==> config.mk <==
export PLATFORM = sky130hd
export DESIGN_NAME = reg_link_bridge
export DESIGN_NICKNAME = d
export VERILOG_FILES = /design/src/rtl/rlb_pkg.sv /design/src/rtl/rlb_wfifo.sv /design/src/rtl/rlb_shifter.sv /design/src/rtl/reg_link_bridge.sv
export SDC_FILE = /design/constraint.sdc
export NUM_CORES = 1
export LEC_CHECK = 0
export BUFFER_PORTS_ARGS = -buffer_cell sky130_fd_sc_hd__buf_2
export CAP_MARGIN = 25
export CORE_ASPECT_RATIO = 0.8
export CORE_MARGIN = 10
export CORE_UTILIZATION = 45
export DETAILED_ROUTE_END_ITERATION = 8
export PLACE_DENSITY = 0.71
export SETUP_SLACK_MARGIN = 0.3
export SYNTH_ARGS = -nofsm -noshare
export SYNTH_HDL_FRONTEND = slang
export SYNTH_SLANG_ARGS = --single-unit
==> constraint.sdc <==
create_clock -name clk -period 4.7 [get_ports clk]
set_clock_uncertainty 0.15 [all_clocks]
set_input_delay 0.705 -clock clk [delete_from_list [all_inputs] [get_ports clk]]
set_output_delay 0.705 -clock clk [all_outputs]
set_load 0.005 [all_outputs]
==> src/rtl/rlb_pkg.sv <==
package rlb_pkg;

  localparam int SLV_AW  = 12;
  localparam int REG_DW  = 16;
  localparam int FRAME_W = 1 + SLV_AW + REG_DW;

  localparam logic [15:0] OFS_RDCMD  = 16'h0028;
  localparam logic [15:0] OFS_RDDATA = 16'h002C;
  localparam logic [15:0] OFS_FSTAT  = 16'h0030;
  localparam logic [15:0] WIN_BASE   = 16'h8000;

  localparam int FST_EMPTY = 10;
  localparam int FST_FULL  = 11;
  localparam int FST_OVF   = 12;
  localparam int RDD_BUSY  = 31;

  typedef struct packed {
    logic [SLV_AW-1:0] ofs;
    logic [REG_DW-1:0] dat;
  } wr_item_t;

endpackage

==> src/rtl/rlb_wfifo.sv <==
module rlb_wfifo
  import rlb_pkg::*;
#(
  parameter int DEPTH = 8
) (
  input  logic     clk,
  input  logic     rst_n,
  input  logic     push,
  input  wr_item_t din,
  input  logic     pop,
  output wr_item_t dout,
  output logic     full,
  output logic     empty
);

  // DEPTH must be a power of two: pointers wrap with one extra lap bit
  localparam int PW = (DEPTH > 1) ? $clog2(DEPTH) : 1;

  logic [PW:0] wp_q, wp_d, rp_q, rp_d;
  wr_item_t    store_q [DEPTH];
  logic        push_ok, pop_ok;

  assign full    = (wp_q[PW] != rp_q[PW]) && (wp_q[PW-1:0] == rp_q[PW-1:0]);
  assign empty   = (wp_q == rp_q);
  assign push_ok = push && !full;
  assign pop_ok  = pop && !empty;
  assign dout    = store_q[rp_q[PW-1:0]];

  always_comb begin
    wp_d = wp_q;
    rp_d = rp_q;
    if (push_ok) wp_d = wp_q + 1'b1;
    if (pop_ok)  rp_d = rp_q + 1'b1;
  end

  always_ff @(posedge clk or negedge rst_n) begin
    if (!rst_n) begin
      wp_q <= '0;
      rp_q <= '0;
    end else begin
      wp_q <= wp_d;
      rp_q <= rp_d;
    end
  end

  // storage carries no reset; only written entries are ever read
  always_ff @(posedge clk) begin
    if (push_ok) store_q[wp_q[PW-1:0]] <= din;
  end

  AST_FIFO_DROP_KEEPS_FULL: assert property (@(posedge clk) disable iff (!rst_n)
    (push && full && !pop) |=> full);

  AST_FIFO_EMPTY_BY_POP: assert property (@(posedge clk) disable iff (!rst_n)
    $rose(empty) |-> $past(pop));

endmodule

==> src/rtl/rlb_shifter.sv <==
module rlb_shifter
  import rlb_pkg::*;
#(
  parameter int HALF = 2
) (
  input  logic              clk,
  input  logic              rst_n,
  input  logic              start,
  input  logic              rd,
  input  logic [SLV_AW-1:0] ofs,
  input  logic [REG_DW-1:0] wdat,
  output logic              busy,
  output logic              done,
  output logic [REG_DW-1:0] rdat,
  output logic              ser_clk,
  output logic              ser_sel,
  output logic              ser_do,
  input  logic              ser_di
);

  localparam int DIVW = (HALF > 1) ? $clog2(HALF) : 1;
  localparam int BCW  = $clog2(FRAME_W);
  localparam logic [DIVW-1:0] DIV_LAST = DIVW'(HALF - 1);
  localparam logic [BCW-1:0]  BIT_LAST = BCW'(FRAME_W - 1);

  logic               act_q, act_d;
  logic               sclk_q, sclk_d;
  logic [DIVW-1:0]    div_q, div_d;
  logic [BCW-1:0]     bit_q, bit_d;
  logic [FRAME_W-1:0] sh_q, sh_d;
  logic [REG_DW-1:0]  rx_q, rx_d;
  logic               done_q, done_d;
  logic               tick;

  assign tick = act_q && (div_q == DIV_LAST);

  always_comb begin
    act_d  = act_q;
    sclk_d = sclk_q;
    div_d  = div_q;
    bit_d  = bit_q;
    sh_d   = sh_q;
    rx_d   = rx_q;
    done_d = 1'b0;
    if (!act_q) begin
      if (start) begin
        act_d  = 1'b1;
        sclk_d = 1'b0;
        div_d  = '0;
        bit_d  = '0;
        sh_d   = {rd, ofs, (rd ? {REG_DW{1'b0}} : wdat)};
      end
    end else begin
      div_d = tick ? '0 : div_q + 1'b1;
      if (tick) begin
        if (!sclk_q) begin
          sclk_d = 1'b1;
          rx_d   = {rx_q[REG_DW-2:0], ser_di};
        end else begin
          sclk_d = 1'b0;
          sh_d   = {sh_q[FRAME_W-2:0], 1'b0};
          if (bit_q == BIT_LAST) begin
            act_d  = 1'b0;
            done_d = 1'b1;
          end else begin
            bit_d = bit_q + 1'b1;
          end
        end
      end
    end
  end

  always_ff @(posedge clk or negedge rst_n) begin
    if (!rst_n) begin
      act_q  <= 1'b0;
      sclk_q <= 1'b0;
      div_q  <= '0;
      bit_q  <= '0;
      sh_q   <= '0;
      rx_q   <= '0;
      done_q <= 1'b0;
    end else begin
      act_q  <= act_d;
      sclk_q <= sclk_d;
      div_q  <= div_d;
      bit_q  <= bit_d;
      sh_q   <= sh_d;
      rx_q   <= rx_d;
      done_q <= done_d;
    end
  end

  assign busy    = act_q;
  assign done    = done_q;
  assign rdat    = rx_q;
  assign ser_clk = sclk_q;
  assign ser_sel = act_q;
  assign ser_do  = sh_q[FRAME_W-1];

  AST_SCLK_IDLE_LOW: assert property (@(posedge clk) disable iff (!rst_n)
    !ser_sel |-> !ser_clk);

  AST_DO_STABLE_HIGH: assert property (@(posedge clk) disable iff (!rst_n)
    ($past(ser_clk) && ser_clk) |-> $stable(ser_do));

endmodule

==> src/rtl/reg_link_bridge.sv <==
module reg_link_bridge
  import rlb_pkg::*;
#(
  parameter int HOST_AW    = 16,
  parameter int FIFO_DEPTH = 8,
  parameter int SCLK_HALF  = 2
) (
  input  logic               clk,
  input  logic               rst_n,
  input  logic               host_req,
  input  logic               host_we,
  input  logic [HOST_AW-1:0] host_addr,
  input  logic [31:0]        host_wdata,
  output logic [31:0]        host_rdata,
  output logic               ser_clk,
  output logic               ser_sel,
  output logic               ser_do,
  input  logic               ser_di
);

  localparam logic [HOST_AW-1:0] A_RDCMD  = HOST_AW'(OFS_RDCMD);
  localparam logic [HOST_AW-1:0] A_RDDATA = HOST_AW'(OFS_RDDATA);
  localparam logic [HOST_AW-1:0] A_FSTAT  = HOST_AW'(OFS_FSTAT);
  localparam logic [HOST_AW-1:0] A_WIN    = HOST_AW'(WIN_BASE);
  localparam int ECHO_PAD = 15 - SLV_AW;

  // reset: asserted asynchronously, released through two flops
  logic rst_meta_q, rst_int_n;

  always_ff @(posedge clk or negedge rst_n) begin
    if (!rst_n) begin
      rst_meta_q <= 1'b0;
      rst_int_n  <= 1'b0;
    end else begin
      rst_meta_q <= 1'b1;
      rst_int_n  <= rst_meta_q;
    end
  end

  // host decode
  logic host_wr, win_hit, fifo_push, rdcmd_wr, fstat_wr, cmd_acc;

  assign host_wr   = host_req && host_we;
  assign win_hit   = (host_addr[HOST_AW-1:SLV_AW] == A_WIN[HOST_AW-1:SLV_AW]);
  assign fifo_push = host_wr && win_hit;
  assign rdcmd_wr  = host_wr && (host_addr == A_RDCMD);
  assign fstat_wr  = host_wr && (host_addr == A_FSTAT);

  // write queue
  wr_item_t fifo_din, fifo_dout;
  logic     fifo_full, fifo_empty, fifo_pop;

  assign fifo_din = '{ofs: host_addr[SLV_AW-1:0], dat: host_wdata[REG_DW-1:0]};

  rlb_wfifo #(.DEPTH(FIFO_DEPTH)) u_wfifo (
    .clk   (clk),
    .rst_n (rst_int_n),
    .push  (fifo_push),
    .din   (fifo_din),
    .pop   (fifo_pop),
    .dout  (fifo_dout),
    .full  (fifo_full),
    .empty (fifo_empty)
  );

  // read sequencer state
  logic              rd_busy_q, rd_busy_d;
  logic              rd_pend_q, rd_pend_d;
  logic              cur_rd_q, cur_rd_d;
  logic [SLV_AW-1:0] rd_ofs_q, rd_ofs_d;
  logic [SLV_AW-1:0] res_ofs_q, res_ofs_d;
  logic [REG_DW-1:0] res_dat_q, res_dat_d;
  logic              ovf_q, ovf_d;

  logic              sh_busy, sh_done, start_wr, start_rd;
  logic [REG_DW-1:0] sh_rdat;
  logic [SLV_AW-1:0] sh_ofs;

  // queued writes go first; a pending read only launches on an empty queue
  assign start_wr = !sh_busy && !fifo_empty;
  assign start_rd = !sh_busy && fifo_empty && rd_pend_q;
  assign fifo_pop = start_wr;
  assign cmd_acc  = rdcmd_wr && !rd_busy_q;
  assign sh_ofs   = start_rd ? rd_ofs_q : fifo_dout.ofs;

  rlb_shifter #(.HALF(SCLK_HALF)) u_shift (
    .clk     (clk),
    .rst_n   (rst_int_n),
    .start   (start_wr || start_rd),
    .rd      (start_rd),
    .ofs     (sh_ofs),
    .wdat    (fifo_dout.dat),
    .busy    (sh_busy),
    .done    (sh_done),
    .rdat    (sh_rdat),
    .ser_clk (ser_clk),
    .ser_sel (ser_sel),
    .ser_do  (ser_do),
    .ser_di  (ser_di)
  );

  always_comb begin
    rd_busy_d = rd_busy_q;
    rd_pend_d = rd_pend_q;
    cur_rd_d  = cur_rd_q;
    rd_ofs_d  = rd_ofs_q;
    res_ofs_d = res_ofs_q;
    res_dat_d = res_dat_q;
    ovf_d     = ovf_q;
    if (sh_done && cur_rd_q) begin
      res_dat_d = sh_rdat;
      res_ofs_d = rd_ofs_q;
      rd_busy_d = 1'b0;
    end
    if (cmd_acc) begin
      rd_busy_d = 1'b1;
      rd_pend_d = 1'b1;
      rd_ofs_d  = host_wdata[SLV_AW-1:0];
    end
    if (start_rd) rd_pend_d = 1'b0;
    if (start_wr || start_rd) cur_rd_d = start_rd;
    if (fstat_wr && host_wdata[FST_OVF]) ovf_d = 1'b0;
    if (fifo_push && fifo_full) ovf_d = 1'b1;
  end

  always_ff @(posedge clk or negedge rst_int_n) begin
    if (!rst_int_n) begin
      rd_busy_q <= 1'b0;
      rd_pend_q <= 1'b0;
      cur_rd_q  <= 1'b0;
      rd_ofs_q  <= '0;
      res_ofs_q <= '0;
      res_dat_q <= '0;
      ovf_q     <= 1'b0;
    end else begin
      rd_busy_q <= rd_busy_d;
      rd_pend_q <= rd_pend_d;
      cur_rd_q  <= cur_rd_d;
      rd_ofs_q  <= rd_ofs_d;
      res_ofs_q <= res_ofs_d;
      res_dat_q <= res_dat_d;
      ovf_q     <= ovf_d;
    end
  end

  // host read mux
  always_comb begin
    host_rdata = '0;
    if (host_addr == A_RDDATA) begin
      host_rdata = {rd_busy_q, {ECHO_PAD{1'b0}}, res_ofs_q, res_dat_q};
    end else if (host_addr == A_FSTAT) begin
      host_rdata[FST_EMPTY] = fifo_empty;
      host_rdata[FST_FULL]  = fifo_full;
      host_rdata[FST_OVF]   = ovf_q;
    end
  end

  AST_BUSY_ON_CMD: assert property (@(posedge clk) disable iff (!rst_int_n)
    cmd_acc |=> rd_busy_q);

  AST_BUSY_ENDS_ON_DONE: assert property (@(posedge clk) disable iff (!rst_int_n)
    $fell(rd_busy_q) |-> $past(sh_done));

  AST_ECHO_MATCHES_CMD: assert property (@(posedge clk) disable iff (!rst_int_n)
    $fell(rd_busy_q) |-> (res_ofs_q == $past(rd_ofs_q)));

  AST_NO_OVERFLOW_LOSS: assert property (@(posedge clk) disable iff (!rst_int_n)
    (fifo_push && fifo_full) |=> ovf_q);

  AST_READ_AFTER_DRAIN: assert property (@(posedge clk) disable iff (!rst_int_n)
    ($rose(ser_sel) && ser_do) |-> $past(fifo_empty));

  AST_RESULT_HELD: assert property (@(posedge clk) disable iff (!rst_int_n)
    (rd_busy_q && $past(rd_busy_q)) |-> $stable(res_dat_q));

  AST_CMD_IGNORED_BUSY: assert property (@(posedge clk) disable iff (!rst_int_n)
    (rdcmd_wr && rd_busy_q) |=> $stable(rd_ofs_q));

endmodule

=== Yosys cells after proc, flatten, opt, wreduce, memory -nomap -nowiden ===
Memory sizes are Yosys's and may differ from the RTL's.
Index checks and enable logic that the tools add are counted.

* Add/subtract/negate cells: 4
* $mul: 0
* Div/mod/pow operators: 0
* Magnitude comparators: 0
* Equality and inequality tests: 11
* Shift operators: 0
* Mux-type cells: 38
* Bitwise operators: 1
* Reductions and logical operators: 28

{| class="wikitable"
|+ Operator list
! operator !! count
|-
| $mux W29 || 4
|-
| $eq A16 B6 Y1 const B || 3
|-
| $mux W5 || 5
|-
| $mux W1 || 23
|-
| $mux W19 || 1
|-
| $mux W16 || 1
|-
| $logic_and A1 B1 Y1 || 15
|-
| $mux W12 || 1
|-
| $mux W10 || 1
|-
| $add A4 B1 Y4 const B || 2
|-
| $reduce_bool A2 Y1 || 4
|-
| $mux W3 || 2
|-
| $ne A2 B2 Y1 const B || 3
|-
| $reduce_and A3 Y1 || 2
|-
| $add A5 B1 Y5 const B || 1
|-
| $eq A5 B5 Y1 const B || 1
|-
| $eq A4 B4 Y1 || 1
|-
| $eq A4 B4 Y1 const B || 1
|-
| $logic_not A1 Y1 || 4
|-
| $reduce_and A4 Y1 || 1
|-
| $eq A3 B3 Y1 || 1
|-
| $reduce_and A2 Y1 || 1
|-
| $add A1 B1 Y1 const B || 1
|-
| $logic_or A1 B1 Y1 || 1
|-
| other kinds (2) || 2
|}

* Bits in registers: 108
* Latch bits: 0
* Bits in writable memories: 224
* Memory bits (read-only): 0
* Input bits: 53
* Logic and storage cells: 101
* Memories kept: 1

{| class="wikitable"
|+ Memory list
! name !! words !! width !! rd ports !! clocked after Yosys merged registers in !! write ports !! RTL line !! RTL
|-
| u_wfifo.store_q || 8 || 28 || 1 || 0 || 1 || rlb_wfifo.sv:20 || <nowiki>wr_item_t store_q [DEPTH];</nowiki>
|}

=== Longest topological paths before layout ===
* Depth after elaboration: 6
* Gate-level depth with buffers: 7
* Mapped depth without buffers: 6

=== Modules after synthesis ===
A second synthesis with hierarchy kept.

* Cells, all modules: 777
* Area total of the unflattened synthesis: 13895.8 sq um

{| class="wikitable"
|+ Modules (own cells, without submodules)
! module !! instances !! cells each !! area each (sq um)
|-
| rlb_wfifo || 1 || 383 || 9037.4
|-
| rlb_shifter || 1 || 200 || 2593.7
|-
| reg_link_bridge || 1 || 194 || 2264.7
|}

=== Worst setup path before layout ===
No wires, ideal clock.

* Path kind: input -> register
* From: input port host_addr[13]
* To: memory u_wfifo.store_q[0][0] in the netlist's numbering (enable)
* Library setup time: 0.448 ns
* Data arrival time: 3.427 ns
* Data required time: 4.102 ns
* Path slack: 0.675 ns
* Stages on the path: 4
* Buffers on the path: 0
* Cell sequence: nor3_1 -> nand4_1 -> or3_1 -> nor3_1

* Cells in the longest elaborated chain, start to end: 5

{| class="wikitable"
|+ Ends and longest elaborated chain
! element !! RTL line !! RTL
|-
| from (decl) || reg_link_bridge.sv:12 || <nowiki>input logic [HOST_AW-1:0] host_addr,</nowiki>
|-
| $eq A4 B4 Y1 || reg_link_bridge.sv:44 || <nowiki>assign win_hit = (host_addr[HOST_AW-1:SLV_AW] == A_WIN[HOST_AW-1:SLV_AW]);</nowiki>
|-
| $logic_and A1 B1 Y1 || reg_link_bridge.sv:45 || <nowiki>assign fifo_push = host_wr && win_hit;</nowiki>
|-
| $logic_and A1 B1 Y1 || rlb_wfifo.sv:25 || <nowiki>assign push_ok = push && !full;</nowiki>
|-
| $mux W1 || rlb_wfifo.sv:48 || <nowiki>if (push_ok) store_q[wp_q[PW-1:0]] <= din;</nowiki>
|-
| $mux W1 (not written as such) || rlb_wfifo.sv:48 ||
|-
| to (decl) || rlb_wfifo.sv:20 ||
|}

Every way passes these cells.

=== Worst setup path in the final report ===
* From: input port host_addr[0]
* To: output port host_rdata[10]

* Cells in the longest elaborated chain, start to end: 3
* Elaborated cells between the ends (all ways): 4

{| class="wikitable"
|+ Ends and longest elaborated chain
! element !! RTL line !! RTL
|-
| $eq A16 B6 Y1 || reg_link_bridge.sv:151 || <nowiki>end else if (host_addr == A_FSTAT) begin</nowiki>
|-
| $mux W3 || reg_link_bridge.sv:151 ||
|-
| $mux W3 * || reg_link_bridge.sv:149 || <nowiki>if (host_addr == A_RDDATA) begin</nowiki>
|-
| to (decl) || reg_link_bridge.sv:14 || <nowiki>output logic [31:0] host_rdata,</nowiki>
|}

Mark *: on every way between the ends. The rest lies on a longest branch, timed or not.

==> results.py <==
metrics = {
    "timing": {
        "fmax_mhz": 264,
        "min_period_ps": 3780,
        "tightestPinTransition_ps": 932,
        "hold_violations": 0,
        "max-slew-margin-rel_pct": 37.8,
        "hold_slack_ps": 200,
        "drv_slew": 0,
        "tns_ps": 0,
        "finalSetupViolCount": 0,
        "fin_crit_sh_pct": 80.5,
        "rsz0062_at_grt": "no",
    },
    "floorplan": {
        "num_rows": 56,
        "die_w_um": 212,
        "die_area_um2": 36700,
        "initial_core_util_pct": 45.4,
        "dieHeight_um": 173,
        "core_area_um2": 29100,
        "num_io_pins": 88,
    },
    "finish": {
        "area_growth_pct": 14.1,
        "fillerInstances": 2360,
        "drive_gt1_share_pct": 34.2,
        "nNetsFinal": 879,
        "final_core_util_pct": 51.8,
    },
    "clock_network": {
        "post_cts_resize_count": 0,
        "clkTransAtPathRegs_ps": 60,
        "clk_latency_ps": 560,
        "clock-sinks": 332,
        "ctsHoldBuffers": 1,
        "cts-htree-levels": 1,
        "cts_setup_buffers": 0,
        "cts_max_path_buffers": 3,
        "cts_root_buf": "clkbuf_16",
        "cts_tree": "built",
        "numCtsBuffers": 31,
    },
    "synthesis": {
        "synth-seq-cells": 332,
        "synth_warnings": 0,
        "synth_area_um2": 13200,
        "synth_area_leaders": "edfxtp_1 (51%), dfrtp_1 (20%), mux4_2 (9.5%)",
        "ys_types": 49,
        "yosysTopAreaCell": "edfxtp_1",
        "synth_edf_count": 224,
        "async_flop_share_pct": 32.5,
        "netlist_instances": 745,
        "synthFlopType": "edfxtp_1",
        "netlist.area_leader.share_pct": 50.8,
        "syn_area_per_cell_um2": 17.8,
        "ys_seq_area_share_pct": 71.2,
    },
    "min_path": {
        "hold_path.class": "flip-flop to flip-flop",
        "hold_path_depth": 0,
        "holdCritStartpoint": "rst_meta_q$_DFF_PN0_",
    },
    "worst_setup_path": {
        "crit_start": "host_addr[0]",
        "cp_slowest_cell": "nor4b_1",
        "crit_cells": 6,
        "worst_setup_path_end_kind": "output port",
        "crit_type": "primary input to output port",
        "cp_top_family": "simple AND/OR/NAND/NOR gates",
        "crit_buf_inv": 2,
        "critPathMaxFanout": 9,
        "rr_startpoint": "u_wfifo.rp_q[0]$_DFFE_PN0P_",
        "startpoint_type": "primary input",
        "max_stage_delay_ps": 860,
        "reg2regPathDepth": 5,
        "crit_chain": "buf_2 > nor4b_1 > nand4_1 > nor4b_1 > a22o_1 > buf_2",
        "required_ps": 3850,
        "cp.arrival_ps": 2930,
    },
    "power_and_ir_drop": {
        "intPower_w": 0.00554,
        "power_frac_seq_pct": 47.6,
        "total_power_w": 0.00751,
        "switching_share_pct": 26.2,
        "switching_power_w": 0.00197,
        "leakagePower_nw": 5.59,
        "p_per_area_nw_per_um2": 498,
        "ir_worst_vdd_uv": 399,
        "clockPowerShare_pct": 33.1,
        "combPwrFrac_pct": 19.3,
    },
    "drt": {
        "vias": 6804,
        "wl_per_cell_um": 21.9,
        "ant_nets": 0,
        "vias_per_cell": 5.55,
        "routed_wl_mm": 26.8,
        "first_iter_violations": 503,
        "drt_pass1_iterations": 5,
        "drc_errors": 0,
    },
    "flow_run": {
        "drv_cap": 0,
    },
    "placement": {
        "gp_congestion": 0.752,
        "hpwl_mm": 16.1,
        "port_buffers": 68,
    },
    "global_routing": {
        "grt_pass1_wl_mm": 42.4,
        "grt_start_max_net_pins": 58,
        "grt_usage_pct": 14.7,
        "antenna_found_initial": 1,
        "grt_overflow": 0,
        "grt_pass1_vias": 7110,
    },
    "status": {
        "outcome": "finished, final reports clean",
    },
}
## routing by layer
layer	GRT usage (%)	vias to the layer above	share of wire, %
met5	0	-	0
met4	2.27	0	0.83
met3	3.09	23	6.5
met2	23.4	198	48
met1	20.8	3524	45
li1	-	3059	-
## cell usage in the layout, fill, tap and decap left out, types with 7 or more instances in the layout
master and n:
nor2_1 33, clkinv_2 8, mux4_2 56, a21oi_1 16, dfrtp_1 104, o221ai_1 8
mux2_2 72, o2bb2ai_1 12, and2_1 26, edfxtp_1 224, clkbuf_16 31, buf_2 68
a211oi_1 10, buf_4 17, or2_2 9, a22oi_1 15, clkbuf_8 7, nor2b_1 10
nand2_1 15
## worst paths after layout
kind | end | slack [ps]
hold reg to reg | rst_int_n$_DFF_PN0_ | 200
max in group asynchronous | u_wfifo.rp_q[0]$_DFFE_PN0P_ | 2940
setup / recovery | host_rdata[10] | 920
min in group asynchronous | u_wfifo.wp_q[0]$_DFFE_PN0P_ | 240
setup reg to reg | u_wfifo.store_q[6][13]$_DFFE_PP_ | 1520
hold / removal | rst_int_n$_DFF_PN0_ | 200
## cell families after synthesis
group | share of synthesized area, %
flops | 71.2
mux | 15.9
simple gates | 5.19
compound gates | 4.77
buf+inv | 1.69
xor+xnor | 0.794
fa+ha+maj | 0.378
other cells | 0.0567
## registers in the layout, summed over array words and instances, names as in the netlist, 4 cells and up
signal,cells
u_shift.sh_q,29
u_wfifo.store_q,224
u_wfifo.wp_q,4
res_ofs_q,12
res_dat_q,16
rd_ofs_q,12
u_shift.rdat,16
u_shift.bit_q,5
u_wfifo.rp_q,4
## area by class of cell
cell class | instances | area [um^2] | share of cell area [%]
timing repair buffer | 86 | 478 | 3.16
sequential | 332 | 9440 | 62.5
clock buffer | 44 | 895 | 5.92
clock inverter | 14 | 125 | 0.828
multi-input combinational | 364 | 3670 | 24.3
inverter | 7 | 26.3 | 0.174
tap | 377 | 472 | 3.12
antenna | 1 | 2.50 | 0.0166
## worst reg2reg max path, delay by kind of cell (launching register included)
family | cells | cell delay (ps)
simple gates | 3 | 1140
buf+inv | 1 | 430
flops | 1 | 770
xor+xnor | 1 | 320
## per-stage QoR
stage          setup slack, ps  cell area [um^2]  cells
6_report                   919             15100   1225
4_1_cts                    920             15100   1224
3_5_place_dp               936             14100   1165
5_1_grt                    870             15100   1224
2_1_floorplan              675             13200    747
3_3_place_gp               981             14100   1165
## cells in the mapped netlist, types with 6 or more instances
cell	instances
nor2_1	38
nand2_1	15
mux2_2	72
mux4_2	56
inv_1	6
and2_1	26
nor2b_1	10
nand4_1	6
dfrtp_1	108
a22o_1	6
or2_2	9
a211oi_1	10
o2bb2ai_1	12
o221ai_1	8
a21oi_1	17
clkbuf_1	20
buf_2	13
a22oi_1	15
xnor2_1	6
edfxtp_1	224
xor2_1	6
buf_1	6
## power by group through the flow
stage | registers, W | logic (W) | clock network [W]
CTS | 0.00358 | 0.00147 | 0.00253
global placement | 0.00363 | 0.00144 | 0
global route | 0.00362 | 0.00160 | 0.00266
finish | 0.00358 | 0.00145 | 0.00249
detailed placement | 0.00364 | 0.00146 | 0
floorplan | 0.00353 | 0.00124 | 0
No activity file was read; power rests on OpenSTA's default activity.
